## config.mk

```make
export PLATFORM = sky130hd
export DESIGN_NAME = gpio_port_ctrl
export DESIGN_NICKNAME = d
export VERILOG_FILES = /design/src/rtl/gpio_port_pkg.sv /design/src/rtl/gpio_in_sync.sv /design/src/rtl/gpio_pin_drv.sv /design/src/rtl/gpio_port_regs.sv /design/src/rtl/gpio_port_ctrl.sv
export SDC_FILE = /design/constraint.sdc
export NUM_CORES = 1
export LEC_CHECK = 0
export BUFFER_PORTS_ARGS = -buffer_cell sky130_fd_sc_hd__buf_4
export CORE_MARGIN = 1.5
export CORE_UTILIZATION = 54
export DETAILED_ROUTE_END_ITERATION = 7
export PLACE_DENSITY = 0.91
export SYNTH_ARGS = -nofsm -noshare
export SYNTH_HDL_FRONTEND = slang
export SYNTH_SLANG_ARGS = --single-unit
```

## constraint.sdc

```tcl
create_clock -name clk_i -period 2.9 [get_ports clk_i]
set_clock_uncertainty 0.05 [all_clocks]
set_input_delay 0 -clock clk_i [delete_from_list [all_inputs] [get_ports clk_i]]
set_output_delay 0 -clock clk_i [all_outputs]
set_load 0.01 [all_outputs]
```

## src/rtl/gpio_port_pkg.sv

```systemverilog
package gpio_port_pkg;
  typedef enum logic [1:0] {
    OP_WRITE = 2'b00,
    OP_SET   = 2'b01,
    OP_CLR   = 2'b10,
    OP_NONE  = 2'b11
  } port_op_e;
endpackage

```

## src/rtl/gpio_in_sync.sv

```systemverilog
module gpio_in_sync #(
  parameter int unsigned WIDTH  = 6,
  parameter int unsigned STAGES = 2
) (
  input  logic             clk_i,
  input  logic             rst_ni,
  input  logic [WIDTH-1:0] async_i,
  output logic [WIDTH-1:0] sync_o
);
  logic [WIDTH-1:0] stage_q [STAGES];

  for (genvar s = 0; s < STAGES; s++) begin : g_stage
    always_ff @(posedge clk_i or negedge rst_ni) begin
      if (!rst_ni) stage_q[s] <= '0;
      else if (s == 0) stage_q[s] <= async_i;
      else stage_q[s] <= stage_q[(s == 0) ? 0 : s-1];
    end
  end

  assign sync_o = stage_q[STAGES-1];
endmodule

```

## src/rtl/gpio_pin_drv.sv

```systemverilog
module gpio_pin_drv #(
  parameter int unsigned NUM_PINS = 6,
  parameter int unsigned OD_PIN   = 4
) (
  input  logic [NUM_PINS-1:0] dir_i,
  input  logic [NUM_PINS-1:0] lat_i,
  output logic [NUM_PINS-1:0] oe_o,
  output logic [NUM_PINS-1:0] out_o
);
  for (genvar i = 0; i < NUM_PINS; i++) begin : g_pin
    if (i == OD_PIN) begin : g_od
      // pull low only
      assign oe_o[i]  = ~dir_i[i] & ~lat_i[i];
      assign out_o[i] = 1'b0;
    end else begin : g_pp
      assign oe_o[i]  = ~dir_i[i];
      assign out_o[i] = lat_i[i];
    end
  end
endmodule

```

## src/rtl/gpio_port_regs.sv

```systemverilog
module gpio_port_regs
  import gpio_port_pkg::*;
#(
  parameter int unsigned          NUM_PINS = 6,
  parameter int unsigned          BUS_W    = 8,
  parameter logic [NUM_PINS-1:0]  ANA_MASK = 6'b101111,
  localparam int unsigned         IDX_W    = $clog2(BUS_W)
) (
  input  logic                clk_i,
  input  logic                rst_ni,
  input  logic                port_sel_i,
  input  logic                dir_sel_i,
  input  logic                ana_sel_i,
  input  logic                wr_en_i,
  input  logic [1:0]          op_i,
  input  logic [IDX_W-1:0]    bit_idx_i,
  input  logic [BUS_W-1:0]    wdata_i,
  input  logic [NUM_PINS-1:0] rd_val_i,
  output logic [BUS_W-1:0]    rdata_o,
  output logic [NUM_PINS-1:0] dir_o,
  output logic [NUM_PINS-1:0] lat_o,
  output logic [NUM_PINS-1:0] ana_o
);
  localparam int unsigned PAD_W = BUS_W - NUM_PINS;

  logic [NUM_PINS-1:0] dir_q, lat_q, ana_q, lat_d, bit_mask;
  logic                idx_ok, port_wr;
  port_op_e            op;

  assign op       = port_op_e'(op_i);
  assign idx_ok   = (bit_idx_i < IDX_W'(NUM_PINS));
  assign bit_mask = NUM_PINS'(1) << bit_idx_i;
  assign port_wr  = wr_en_i & port_sel_i;

  always_comb begin
    lat_d = lat_q;
    if (port_wr) begin
      unique case (op)
        OP_WRITE: lat_d = wdata_i[NUM_PINS-1:0];
        OP_SET:   if (idx_ok) lat_d = rd_val_i | bit_mask;
        OP_CLR:   if (idx_ok) lat_d = rd_val_i & ~bit_mask;
        default:  lat_d = lat_q;
      endcase
    end
  end

  always_ff @(posedge clk_i or negedge rst_ni) begin
    if (!rst_ni) begin
      dir_q <= '1;
      lat_q <= '0;
      ana_q <= ANA_MASK;
    end else begin
      lat_q <= lat_d;
      if (wr_en_i && dir_sel_i) dir_q <= wdata_i[NUM_PINS-1:0];
      if (wr_en_i && ana_sel_i) ana_q <= wdata_i[NUM_PINS-1:0] & ANA_MASK;
    end
  end

  always_comb begin
    if (port_sel_i)     rdata_o = {{PAD_W{1'b0}}, rd_val_i};
    else if (dir_sel_i) rdata_o = {{PAD_W{1'b0}}, dir_q};
    else if (ana_sel_i) rdata_o = {{PAD_W{1'b0}}, ana_q};
    else                rdata_o = '0;
  end

  assign dir_o = dir_q;
  assign lat_o = lat_q;
  assign ana_o = ana_q;


  full_write_chk: assert property (@(posedge clk_i) disable iff (!rst_ni)
    (port_wr && op_i == 2'b00) |=> lat_q == $past(wdata_i[NUM_PINS-1:0]));

  set_bit_chk: assert property (@(posedge clk_i) disable iff (!rst_ni)
    (port_wr && op_i == 2'b01 && idx_ok) |=> (lat_q & $past(bit_mask)) != '0);

  clr_bit_chk: assert property (@(posedge clk_i) disable iff (!rst_ni)
    (port_wr && op_i == 2'b10 && idx_ok) |=> (lat_q & $past(bit_mask)) == '0);

  bad_idx_chk: assert property (@(posedge clk_i) disable iff (!rst_ni)
    (port_wr && op_i != 2'b00 && !idx_ok) |=> $stable(lat_q));

  ana_cap_chk: assert property (@(posedge clk_i) disable iff (!rst_ni)
    (ana_q & ~ANA_MASK) == '0);
endmodule

```

## src/rtl/gpio_port_ctrl.sv

```systemverilog
module gpio_port_ctrl #(
  parameter int unsigned         NUM_PINS    = 6,
  parameter int unsigned         BUS_W       = 8,
  parameter int unsigned         OD_PIN      = 4,
  parameter int unsigned         SYNC_STAGES = 2,
  parameter logic [NUM_PINS-1:0] ANA_MASK    = 6'b101111,
  localparam int unsigned        IDX_W       = $clog2(BUS_W)
) (
  input  logic                clk_i,
  input  logic                rst_ni,
  input  logic                port_sel_i,
  input  logic                dir_sel_i,
  input  logic                ana_sel_i,
  input  logic                wr_en_i,
  input  logic [1:0]          op_i,
  input  logic [IDX_W-1:0]    bit_idx_i,
  input  logic [BUS_W-1:0]    wdata_i,
  output logic [BUS_W-1:0]    rdata_o,
  input  logic [NUM_PINS-1:0] pin_i,
  output logic [NUM_PINS-1:0] pin_oe_o,
  output logic [NUM_PINS-1:0] pin_out_o,
  output logic                tmr_clk_o
);
  logic [NUM_PINS-1:0] pin_sync, rd_val, dir_q, lat_q, ana_q;

  gpio_in_sync #(.WIDTH(NUM_PINS), .STAGES(SYNC_STAGES)) u_sync (
    .clk_i   (clk_i),
    .rst_ni  (rst_ni),
    .async_i (pin_i),
    .sync_o  (pin_sync)
  );

  assign rd_val    = pin_sync & ~ana_q;
  assign tmr_clk_o = pin_sync[OD_PIN];

  gpio_port_regs #(.NUM_PINS(NUM_PINS), .BUS_W(BUS_W), .ANA_MASK(ANA_MASK)) u_regs (
    .clk_i      (clk_i),
    .rst_ni     (rst_ni),
    .port_sel_i (port_sel_i),
    .dir_sel_i  (dir_sel_i),
    .ana_sel_i  (ana_sel_i),
    .wr_en_i    (wr_en_i),
    .op_i       (op_i),
    .bit_idx_i  (bit_idx_i),
    .wdata_i    (wdata_i),
    .rd_val_i   (rd_val),
    .rdata_o    (rdata_o),
    .dir_o      (dir_q),
    .lat_o      (lat_q),
    .ana_o      (ana_q)
  );

  gpio_pin_drv #(.NUM_PINS(NUM_PINS), .OD_PIN(OD_PIN)) u_drv (
    .dir_i (dir_q),
    .lat_i (lat_q),
    .oe_o  (pin_oe_o),
    .out_o (pin_out_o)
  );

  logic [1:0] cyc_q;
  always_ff @(posedge clk_i or negedge rst_ni) begin
    if (!rst_ni) cyc_q <= '0;
    else if (cyc_q != 2'd3) cyc_q <= cyc_q + 2'd1;
  end


  dir_in_no_drive_chk: assert property (@(posedge clk_i) disable iff (!rst_ni)
    (pin_oe_o & dir_q) == '0);

  od_drive_chk: assert property (@(posedge clk_i) disable iff (!rst_ni)
    pin_oe_o[OD_PIN] |-> (!lat_q[OD_PIN] && !pin_out_o[OD_PIN]));

  ana_read_zero_chk: assert property (@(posedge clk_i) disable iff (!rst_ni)
    (port_sel_i && ana_q != '0) |-> (rdata_o[NUM_PINS-1:0] & ana_q) == '0);

  tmr_sync_chk: assert property (@(posedge clk_i) disable iff (!rst_ni)
    (cyc_q >= 2'd2) |-> tmr_clk_o == $past(pin_i[OD_PIN], 2));
endmodule

```

==> reports/metrics.cfg <==
[setup_path]
worstPathArrival_ps=1320
cp_num_buf_inv=1
slowest_stage=dfstp_2
crit_family=flip-flops
path_class=reg -> out
crit_required_ps=2850
reg2reg_slack_ps=1590
crit_fanout=3
max_stage_delay_ps=550
path_cells=a221oi_1, a21oi_1, buf_4
worstSetupEndpointType=output port
critPathLaunchType=flip-flop

[timing]
finalCritPeriodShare=0.474
timing.fmax_mhz=728
period_minus_slack_ps=1370
tns_ps=0
hold_viol=0
setup_viol=0
rsz0062_at_grt=no
maxSlewViolCount=0
finalWorstSetupSlack_ps=1530

[cells_and_area]
post-route-util=0.749
instances_no_fill=207
n_antenna_cell=0
nNetsFinal=204
syn_to_final_growth_pct=28.1
finalInstanceArea_um2=1890
layout-drive-gt1-share=0.401

[clocking]
root_buffer=clkbuf_4
cts.repair.resized=0
cts_buffers=5
clkSinkCount=29
postCtsSetupBuffers=0
cts_buffer_depth=2
htree_levels=2
clk_pin_slew_ps=100
clock_latency_ps=320
cts_tree=done

[job]
drv_cap=0

[placement]
gp_congestion=0.769
place_ws_ps=1390
port-buffer-count=40
dp_cells=186
place_area_um2=1710

[floorplanning]
rows=18
die-area_um2=3050
pin_count=46
die_w_um=55.2
start_util=0.584
floorplan.die.height_um=55.2
core_um2=2520

[grt]
first_global_vias=1217
grt_pass1_wl_mm=5.64
grt_max_degree=30
overflow=0
grtUsageTotal=0.237
antenna_found_initial=0

[power_and_ir_drop]
vdd_drop_max_v=0.000465
power_density_nw_per_um2=518
leakage_nw=0.841

[logic_synthesis]
syn_inst=130
synth_top_area_frac=0.306
synth_top_cell_by_area=dfrtp_1
syn_area_um2=1470
ys_top_cells_by_area=dfrtp_1 31%, dfstp_2 20%, mux2_2 8.4%
ys_seq_area_frac=0.502
ys_seq_elements=29
synth_area_per_cell_um2=11.3
yosysUniqueCellTypes=34
yosysWarnings=0

[detailed_routing]
top_layer=met4
ant_nets=0
drc=0
vias=1211
wl_met2_mm=1.78
met3_wirelength_um=215
drt_first_pass_iters=4
wl_mm=3.37
vias_per_cell=5.85
dr.first_iter.drc_count=38
wire_per_inst_um=16.3
drt-met1-wl_mm=1.31

[worst_hold_path]
holdCritPathClass=in -> async

[run_status]
status=finished, final reports clean

-- area by class of cell --
class	instances	area, µm²
Clock buffer	6	41.3
Clock inverter	2	10.0
Fill cell	168	634
Inverter	8	30.0
Multi-Input combinational cell	79	599
Sequential cell	29	739
Tap cell	30	37.5
Timing Repair Buffer	53	430
-- logic make-up after synthesis --
| family | Yosys count | share of synthesized area |
|---|---|---|
| AOI/OAI and AO/OA | 25 | 0.138 |
| buffers and inverters | 24 | 0.0968 |
| muxes | 11 | 0.0840 |
| DFF | 29 | 0.502 |
| adders and majority gates | 3 | 0.0255 |
| other | 1 | 0.00254 |
| and+or+nand+nor | 37 | 0.151 |
-- cells in the mapped netlist --
library cell / count
dfrtp_1: 18
dfstp_2: 11
mux2_2: 11
nand2_1: 10
buf_4: 8
inv_1: 8
a21oi_1: 6
a221oi_1: 5
nand2b_1: 5
nand3_1: 5
o22a_1: 5
a2111oi_0: 4
ha_1: 3
nor4b_1: 3
or3b_1: 3
buf_2: 2
buf_6: 2
clkbuf_1: 2
nand3b_1: 2
nor2_1: 2
nor4bb_1: 2
a2111o_1: 1
a2111oi_2: 1
a31oi_2: 1
and2_1: 1
and3b_1: 1
buf_1: 1
conb_1: 1
dlygate4sd1_1: 1
nor2b_1: 1
nor4_1: 1
o211ai_1: 1
o21ai_1: 1
or3_1: 1
-- repair_timing --
| action | CTS | global route |
|---|---|---|
| hold buffers | 13 | 0 |
| endpoints found under the hold margin | 52 | 0 |
| endpoints found under the setup margin | 0 | 0 |
-- state kept, by name, summed over array words and instances, names as in the netlist --
register        flops
u_regs.ana_o        5
u_sync.stage_q      6
u_regs.dir_o        6
u_regs.lat_o        6
u_sync.sync_o       6
-- cells in the final DEF (no fill, tap or decap) --
master	n
a2111o_1	1
a2111oi_0	4
a2111oi_2	1
a21oi_1	6
a221oi_1	5
a31oi_2	1
and2_1	1
and3b_1	1
buf_4	40
clkbuf_1	1
clkbuf_4	5
clkinv_2	2
conb_1	3
dfrtp_1	18
dfstp_2	11
dlygate4sd3_1	13
ha_1	3
inv_1	8
mux2_2	11
nand2_1	10
nand2b_1	5
nand3_1	5
nand3b_1	2
nor2_1	2
nor2b_1	1
nor4_1	1
nor4b_1	3
nor4bb_1	2
o211ai_1	1
o21ai_1	1
o22a_1	5
or3_1	1
or3b_1	3
-- worst reg2reg max path, cell delays in order (launching register included) --
cell	delay [ps]
dfstp_2	380
nand2b_1	180
a2111oi_0	440
o22a_1	210
-- worst paths after layout --
check | startpoint | end | cells after the start
max | u_regs.dir_o[2] | rdata_o[2] | 3
min | rst_ni | u_regs.lat_o[4] | 2
max reg2reg | u_regs.ana_o[2] | u_regs.lat_o[2] | 3
min reg2reg | u_sync.stage_q[11] | u_sync.sync_o[5] | 0
max in group asynchronous | rst_ni | u_regs.dir_o[0] | 2
min in group clk_i | bit_idx_i[0] | u_regs.lat_o[4] | 4
-- power by group --
| part | switching, mW | internal [mW] |
|---|---|---|
| sequential | 0.0310 | 0.470 |
| combinational | 0.114 | 0.135 |
| clock | 0.135 | 0.0922 |
-- through the flow --
stage	power, mW	hold WS, ps
2_1_floorplan	0.647	-346
3_3_place_gp	0.727	-123
3_5_place_dp	0.740	-117
4_1_cts	0.976	71.7
5_1_grt	1.03	85.0
6_report	0.977	71.2
-- metal layers --
metal  global-route usage  vias to the layer above
met5                    0                        -
met4               0.0871                        0
met3               0.0492                       11
met2                0.406                       54
met1                0.295                      596
li1                     -                      550
(Power assumes the default switching activity.)
